### src/rtl/dwa_pkg.sv
package dwa_pkg;

  typedef enum logic [3:0] {
    OP_IDLE   = 4'd0,
    OP_INC    = 4'd1,
    OP_DEC    = 4'd2,
    OP_ADD    = 4'd3,
    OP_SUB    = 4'd4,
    OP_INDEX  = 4'd5,
    OP_SPREL  = 4'd6,
    OP_PCREL  = 4'd7,
    OP_PCSTEP = 4'd8,
    OP_PCLOAD = 4'd9,
    OP_PUSH   = 4'd10,
    OP_POP    = 4'd11,
    OP_SPLOAD = 4'd12
  } opSel_e;

  typedef enum logic [1:0] {
    A_BASE = 2'd0,
    A_SP   = 2'd1,
    A_PC   = 2'd2
  } aSel_e;

  typedef enum logic [1:0] {
    B_ZERO = 2'd0,
    B_ONE  = 2'd1,
    B_OFFS = 2'd2
  } bSel_e;

  // strobes from control to datapath
  typedef struct packed {
    aSel_e aSel;
    bSel_e bSel;
    logic  negB;
    logic  pcWr;
    logic  spWr;
    logic  resOld;
  } dwaCtrl_t;

endpackage

### src/rtl/dwa_ctrl.sv
module dwa_ctrl
  import dwa_pkg::*;
(
  input  logic       clk,
  input  logic       rstN,
  input  logic [3:0] opCode,
  input  logic       setWide,
  output dwaCtrl_t   ctrl,
  output logic       wideMode
);

  // sticky mode flag: set by strobe, cleared by reset only
  always_ff @(posedge clk or negedge rstN) begin
    if (!rstN) wideMode <= 1'b0;
    else if (setWide) wideMode <= 1'b1;
  end

  always_comb begin
    ctrl = '{aSel: A_BASE, bSel: B_ZERO, negB: 1'b0,
             pcWr: 1'b0, spWr: 1'b0, resOld: 1'b0};
    case (opCode)
      OP_INC:    ctrl.bSel = B_ONE;
      OP_DEC:    begin ctrl.bSel = B_ONE;  ctrl.negB = 1'b1; end
      OP_ADD,
      OP_INDEX:  ctrl.bSel = B_OFFS;
      OP_SUB:    begin ctrl.bSel = B_OFFS; ctrl.negB = 1'b1; end
      OP_SPREL:  begin ctrl.aSel = A_SP; ctrl.bSel = B_OFFS; end
      OP_PCREL:  begin ctrl.aSel = A_PC; ctrl.bSel = B_OFFS; end
      OP_PCSTEP: begin
        ctrl.aSel = A_PC; ctrl.bSel = B_OFFS; ctrl.pcWr = 1'b1;
      end
      OP_PCLOAD: ctrl.pcWr = 1'b1;
      OP_PUSH:   begin
        ctrl.aSel = A_SP; ctrl.bSel = B_OFFS;
        ctrl.negB = 1'b1; ctrl.spWr = 1'b1;
      end
      OP_POP:    begin
        ctrl.aSel = A_SP; ctrl.bSel = B_OFFS;
        ctrl.spWr = 1'b1; ctrl.resOld = 1'b1;
      end
      OP_SPLOAD: ctrl.spWr = 1'b1;
      default:   ;
    endcase
  end

endmodule

### src/rtl/dwa_datapath.sv
module dwa_datapath
  import dwa_pkg::*;
#(
  parameter int ADDR_W   = 32,
  parameter int NARROW_W = 16
) (
  input  logic              clk,
  input  logic              rstN,
  input  dwaCtrl_t          ctrl,
  input  logic              wideMode,
  input  logic [ADDR_W-1:0] baseOp,
  input  logic [ADDR_W-1:0] offsOp,
  output logic [ADDR_W-1:0] result,
  output logic [ADDR_W-1:0] pcOut,
  output logic [ADDR_W-1:0] spOut
);

  localparam int HI_W = ADDR_W - NARROW_W;
  localparam logic [ADDR_W-1:0] ONE_V = {{(ADDR_W-1){1'b0}}, 1'b1};

  logic [ADDR_W-1:0] aVal, bRaw, bEff, wideSum, narrowSum, sum, pcNext;

  always_comb begin
    case (ctrl.aSel)
      A_SP:    aVal = spOut;
      A_PC:    aVal = pcOut;
      default: aVal = baseOp;
    endcase
    case (ctrl.bSel)
      B_ONE:   bRaw = ONE_V;
      B_OFFS:  bRaw = offsOp;
      default: bRaw = '0;
    endcase
    bEff = ctrl.negB ? (~bRaw + ONE_V) : bRaw;
  end

  // one adder for full width, one sliced adder whose carry stops at the split
  assign wideSum   = aVal + bEff;
  assign narrowSum = {aVal[ADDR_W-1:NARROW_W],
                      aVal[NARROW_W-1:0] + bEff[NARROW_W-1:0]};
  assign sum       = wideMode ? wideSum : narrowSum;

  assign result = ctrl.resOld ? aVal : sum;
  assign pcNext = wideMode ? sum : {{HI_W{1'b0}}, sum[NARROW_W-1:0]};

  always_ff @(posedge clk or negedge rstN) begin
    if (!rstN) begin
      pcOut <= '0;
      spOut <= '0;
    end else begin
      if (ctrl.pcWr) pcOut <= pcNext;
      if (ctrl.spWr) spOut <= sum;
    end
  end

endmodule

### src/rtl/dual_addr_unit.sv
module dual_addr_unit
  import dwa_pkg::*;
#(
  parameter int ADDR_W   = 32,
  parameter int NARROW_W = 16
) (
  input  logic              clk,
  input  logic              rstN,
  input  logic [3:0]        opCode,
  input  logic [ADDR_W-1:0] baseOp,
  input  logic [ADDR_W-1:0] offsOp,
  input  logic              setWide,
  output logic [ADDR_W-1:0] result,
  output logic [ADDR_W-1:0] pcOut,
  output logic [ADDR_W-1:0] spOut,
  output logic              wideMode
);

  dwaCtrl_t ctrl;

  dwa_ctrl u_ctrl (
    .clk(clk), .rstN(rstN), .opCode(opCode), .setWide(setWide),
    .ctrl(ctrl), .wideMode(wideMode)
  );

  dwa_datapath #(.ADDR_W(ADDR_W), .NARROW_W(NARROW_W)) u_dp (
    .clk(clk), .rstN(rstN), .ctrl(ctrl), .wideMode(wideMode),
    .baseOp(baseOp), .offsOp(offsOp),
    .result(result), .pcOut(pcOut), .spOut(spOut)
  );

endmodule

### config.mk
export PLATFORM = sky130hd
export DESIGN_NAME = dual_addr_unit
export DESIGN_NICKNAME = d
export VERILOG_FILES = /design/src/rtl/dwa_pkg.sv /design/src/rtl/dwa_ctrl.sv /design/src/rtl/dwa_datapath.sv /design/src/rtl/dual_addr_unit.sv
export SDC_FILE = /design/constraint.sdc
export NUM_CORES = 1
export LEC_CHECK = 0
export ABC_AREA = 0
export BUFFER_PORTS_ARGS = -buffer_cell sky130_fd_sc_hd__buf_2
export CAP_MARGIN = 0
export CORE_UTILIZATION = 45
export DETAILED_ROUTE_END_ITERATION = 6
export PLACE_DENSITY = 0.7
export SYNTH_ARGS = -nofsm -noshare
export SYNTH_HDL_FRONTEND = slang
export SYNTH_HIERARCHICAL = 1
export SYNTH_SLANG_ARGS = --single-unit
### constraint.sdc
create_clock -name clk -period 10.9 [get_ports clk]
set_input_delay 1.09 -clock clk [delete_from_list [all_inputs] [get_ports clk]]
set_output_delay 1.09 -clock clk [all_outputs]
set_load 0.02 [all_outputs]
==> impl_results.html <==
<table>
<tr><th>Metric</th><th>Value</th></tr>
<tr><th colspan="2">Status</th></tr>
<tr><td>Status</td><td>complete, no violations</td></tr>
<tr><th colspan="2">Timing</th></tr>
<tr><td>Max-slew violation total from the final report</td><td>0</td></tr>
<tr><td>Tmin final</td><td>7740 ps</td></tr>
<tr><td>Worst clock skew</td><td>between 6 and 7 ps</td></tr>
<tr><td>Highest attainable clock frequency</td><td>0.129 GHz</td></tr>
<tr><td>Final period utilization</td><td>71.0%</td></tr>
<tr><td>Unrepaired setup endpoints after global routing</td><td>false</td></tr>
<tr><td>Fin Setup TNS</td><td>0 ps</td></tr>
<tr><td>Worst slew slack as a fraction of its limit</td><td>32.6%</td></tr>
<tr><td>Slew at the pin closest to its max-slew limit</td><td>a little over 1000 ps</td></tr>
<tr><td>Final hold violation count</td><td>0</td></tr>
<tr><td>Setup Viol. Count Final</td><td>0</td></tr>
<tr><th colspan="2">Placed design</th></tr>
<tr><td>Weighted congestion at the end of routability-driven global placement</td><td>about 0.94</td></tr>
<tr><td>Total half-perimeter wirelength after legalization and detailed placement</td><td>14700 um</td></tr>
<tr><td>Number of placed instances, taps included</td><td>1111</td></tr>
<tr><td>Number of port buffers</td><td>167</td></tr>
<tr><th colspan="2">Clock network</th></tr>
<tr><td>Maximum level of the CTS H-tree</td><td>3</td></tr>
<tr><td>Post CTS Setup Buffer Count</td><td>0</td></tr>
<tr><td>Clock root cell</td><td>sky130_fd_sc_hd__clkbuf_16</td></tr>
<tr><td>Post-cts repair resize count</td><td>0</td></tr>
<tr><td>Number of buffers inserted during clock tree synthesis</td><td>9</td></tr>
<tr><td># clock sinks</td><td>65</td></tr>
<tr><td>TritonCTS clock tree</td><td>built</td></tr>
<tr><td>Number of buffers inserted for hold repair after clock tree synthesis</td><td>0</td></tr>
<tr><td>Clock input transition at the sequential cells of the worst setup and hold paths</td><td>50 ps</td></tr>
<tr><td>Clock insertion delay at the later pin of the skew report</td><td>330 ps</td></tr>
<tr><td>Maximum number of buffers from clock root to sink</td><td>2</td></tr>
<tr><th colspan="2">Worst setup path</th></tr>
<tr><td>Largest stage delay on the critical path</td><td>690 ps</td></tr>
<tr><td>Worst setup SP type</td><td>primary input</td></tr>
<tr><td>Required time of the critical path</td><td>9810 ps</td></tr>
<tr><td>CP top delay family</td><td>compound AO/OA/AOI/OAI gates</td></tr>
<tr><td>Type of the worst setup path</td><td>in -&gt; out</td></tr>
<tr><td>CP arrival</td><td>about 6700 ps</td></tr>
<tr><td>Largest driver fanout on the critical path</td><td>12</td></tr>
<tr><td>Cell Chain, Critical Path</td><td>buf_2 &gt; xnor2_1 &gt; nor3_1 &gt; inv_1 &gt; ha_1 &gt; nor2b_1 &gt; or3_1 &gt; o32a_4 &gt; and2_1 &gt; nor2_1 &gt; a311oi_1 &gt; ha_1 &gt; and3_1 &gt; nand2_1 &gt; a21oi_1 &gt; o41ai_1 &gt; o221ai_1 &gt; a211oi_1 &gt; o31ai_1 &gt; xnor2_1 &gt; o21ai_0 &gt; buf_2</td></tr>
<tr><td>Kind of capture point of the worst setup path</td><td>primary output</td></tr>
<tr><td>Max stage delay cell, worst path</td><td>sky130_fd_sc_hd__o41ai_1</td></tr>
<tr><td>Buffers plus inverters on the worst setup path</td><td>3</td></tr>
<tr><th colspan="2">Global routing</th></tr>
<tr><td>Global-route usage over all layers</td><td>27.0%</td></tr>
<tr><td>Maximum number of pins on one net before global-route repair</td><td>66</td></tr>
<tr><td>First-pass GRT wire length</td><td>roughly 31000 um</td></tr>
<tr><td>Vias in the first global route</td><td>6054</td></tr>
<tr><td>Antenna violations before repair</td><td>0</td></tr>
<tr><td>Remaining global-route overflow</td><td>0</td></tr>
<tr><th colspan="2">Drt</th></tr>
<tr><td>TritonRoute pass-1 iters</td><td>5</td></tr>
<tr><td>Number of DRC markers after the initial detailed-route iteration</td><td>around 670</td></tr>
<tr><td>Post-route antenna net violation count</td><td>0</td></tr>
<tr><td>Wire length per cell</td><td>17.4 um</td></tr>
<tr><td>Number of vias in the routed layout</td><td>6698</td></tr>
<tr><td>Average vias per placed instance</td><td>5.95</td></tr>
<tr><td>Final Routed Wirelength</td><td>about 20000 um</td></tr>
<tr><td>Post-route DRC violation count</td><td>0</td></tr>
<tr><th colspan="2">Synth</th></tr>
<tr><td>Count of unique library cells instantiated by Yosys</td><td>73</td></tr>
<tr><td>Synthesis Warnings</td><td>6</td></tr>
<tr><td>Top cell types by occurrence after synthesis</td><td>102 x sky130_fd_sc_hd__nand2_1, 71 x sky130_fd_sc_hd__nor2_1, 69 x sky130_fd_sc_hd__o21ai_0</td></tr>
<tr><td>Leading cell types by total area after synthesis</td><td>sky130_fd_sc_hd__dfrtp_1 26%, sky130_fd_sc_hd__ha_1 7.1%, sky130_fd_sc_hd__mux2_2 7.1%, sky130_fd_sc_hd__nand2_1 6.1%, sky130_fd_sc_hd__o21ai_0 5.5%</td></tr>
<tr><td>Post-synth EDFFs</td><td>0</td></tr>
<tr><td>Leading cell type by number of instances after synthesis</td><td>sky130_fd_sc_hd__nand2_1</td></tr>
<tr><td>Proportion of synthesized chip area in sequential cells</td><td>25.8%</td></tr>
<tr><td>Mean post-synth cell area</td><td>7.84 um2</td></tr>
<tr><td>Proportion of netlist area held by the largest area contributor</td><td>around 26%</td></tr>
<tr><td>Total of flip-flops plus latches after synthesis</td><td>65</td></tr>
<tr><td>Cell area after technology mapping</td><td>0.00631 mm2</td></tr>
<tr><td>Most frequently used flop master after synthesis</td><td>sky130_fd_sc_hd__dfrtp_1</td></tr>
<tr><td>Ys async rst share</td><td>100%</td></tr>
<tr><td>Post-Synthesis Net Count</td><td>913</td></tr>
<tr><td>Gate Count Post-Synth</td><td>just over 800</td></tr>
<tr><td>Area leader, netlist</td><td>sky130_fd_sc_hd__dfrtp_1</td></tr>
<tr><th colspan="2">Power</th></tr>
<tr><td>Total power divided by cell area</td><td>196 mW/mm2</td></tr>
<tr><td>Leakage power</td><td>roughly 3.5 nW</td></tr>
<tr><td>Peak ir drop on the vdd network</td><td>between 100 and 150 uV</td></tr>
<tr><td>Design Power</td><td>1.48 mW</td></tr>
<tr><th colspan="2">Finish</th></tr>
<tr><td>Register Area</td><td>roughly 0.0016 mm2</td></tr>
<tr><td>Number of fill cells</td><td>1367</td></tr>
<tr><td>Final antenna diode count</td><td>0</td></tr>
<tr><td>Post-route insts no fill</td><td>1126</td></tr>
<tr><td>Layout overhead on the synthesized area</td><td>19.7%</td></tr>
<tr><td>Fraction of layout cells with a size suffix above 1</td><td>between 20% and 30%</td></tr>
<tr><td>Area used by multi-input combinational logic</td><td>roughly 0.0044 mm2</td></tr>
<tr><td>Number of nets in the layout</td><td>1054</td></tr>
<tr><th colspan="2">Floorplan</th></tr>
<tr><td>Vertical die dimension</td><td>120 um</td></tr>
<tr><td>Number of ports placed on the die boundary</td><td>168</td></tr>
<tr><td>Die outline width</td><td>approximately 120 um</td></tr>
<tr><td>Floorplan Core Area</td><td>0.0135 mm2</td></tr>
<tr><td>Initial cell density of the core</td><td>46.9%</td></tr>
<tr><td>Placement row count</td><td>42</td></tr>
<tr><td>Die area</td><td>~0.015 mm2</td></tr>
<tr><th colspan="2">Hold path</th></tr>
<tr><td>Hold WC Path Type</td><td>reg -&gt; reg</td></tr>
<tr><th colspan="2">Run</th></tr>
<tr><td>Count of maximum capacitance violations</td><td>0</td></tr>
</table>
layout by cell type, fill, tap and decap left out, drive strengths merged, types with 12 or more instances in the layout:
| master | instances |
|---|---|
| inv | 32 |
| xor2 | 19 |
| nand2 | 102 |
| a22oi | 36 |
| nor2 | 71 |
| a21oi | 48 |
| o21ai | 69 |
| nand3 | 12 |
| ha | 36 |
| a21o | 15 |
| or3 | 14 |
| dfrtp | 65 |
| buf | 176 |
| xnor2 | 17 |
| clkbuf | 12 |
| nor3 | 27 |
| mux2 | 40 |
area by class of cell:
| cell class | instances | area share, % |
|---|---|---|
| clock buffer | 12 | 3.39 |
| clock inverter | 3 | 0.530 |
| inverter | 33 | 1.64 |
| multi-input combinational | 661 | 58.0 |
| sequential | 65 | 21.5 |
| tap | 176 | 2.91 |
| timing repair buffer | 176 | 12.0 |
report_power, final:
group	internal (mW)	switching, mW
Clock	0.187	0.101
Combinational	0.293	0.490
Sequential	0.334	0.0756
metrics by stage:
step / setup slack [ps] / instance area, um2 / hold WS, ps / utilization [%]
final: 3160 / 7560 / 502 / 56.2
after global routing: 2840 / 7560 / 535 / 56.2
after CTS: 3310 / 7560 / 508 / 56.2
after detailed placement: 3320 / 7260 / 497 / 54.0
after global placement: 3470 / 7260 / 489 / 54.0
after floorplan: 3720 / 6310 / 608 / -
logic make-up (layout without fill, tap and decap cells):
group                      count (synthesis)  after routing  share of synthesized area, %
AOI/OAI and AO/OA                        259            259                          27.3
and+or+nand+nor                          278            278                          20.8
DFF                                       65             65                          25.8
adders and majority gates                 37             37                          7.45
xor gates and xnor gates                  36             36                          5.00
muxes                                     51             51                          8.88
buffers and inverters                     79            224                          4.84
tightest hold or removal path, stage by stage, from the launching register on:
cell and delay (ps):
sky130_fd_sc_hd__dfrtp_1 360, sky130_fd_sc_hd__nand2_1 50, sky130_fd_sc_hd__o21ai_0 60
final timing paths:
path                                       startpoint                         end  slack [ps]  cells past startpoint
min in group asynchronous                        rstN  u_dp/pcOut[17]$_DFFE_PN0P_         940                      2
setup reg to reg            u_dp/pcOut[3]$_DFFE_PN0P_  u_dp/spOut[23]$_DFFE_PN0P_        7070                     12
hold / removal             u_dp/pcOut[17]$_DFFE_PN0P_  u_dp/pcOut[17]$_DFFE_PN0P_         500                      2
hold reg to reg            u_dp/pcOut[17]$_DFFE_PN0P_  u_dp/pcOut[17]$_DFFE_PN0P_         500                      2
setup / recovery                            opCode[1]                  result[23]        3160                     22
max in group asynchronous                        rstN  u_dp/pcOut[10]$_DFFE_PN0P_        9420                      2
sequential cells by signal, summed over array words and instances (netlist names):
| signal | count |
|---|---|
| u_dp/spOut | 32 |
| u_dp/pcOut | 32 |
| u_ctrl/wideMode | 1 |
metal layers:
metal / wire length, um / up-vias / track usage, %
li1: - / 3252 / -
met3: 1450 / 31 / 6.04
met5: 0 / - / 0
met4: 481 / 0 / 8.18
met1: 8600 / 3147 / 35.6
met2: 9020 / 268 / 44.0
No activity file was read; power rests on OpenSTA's default activity.
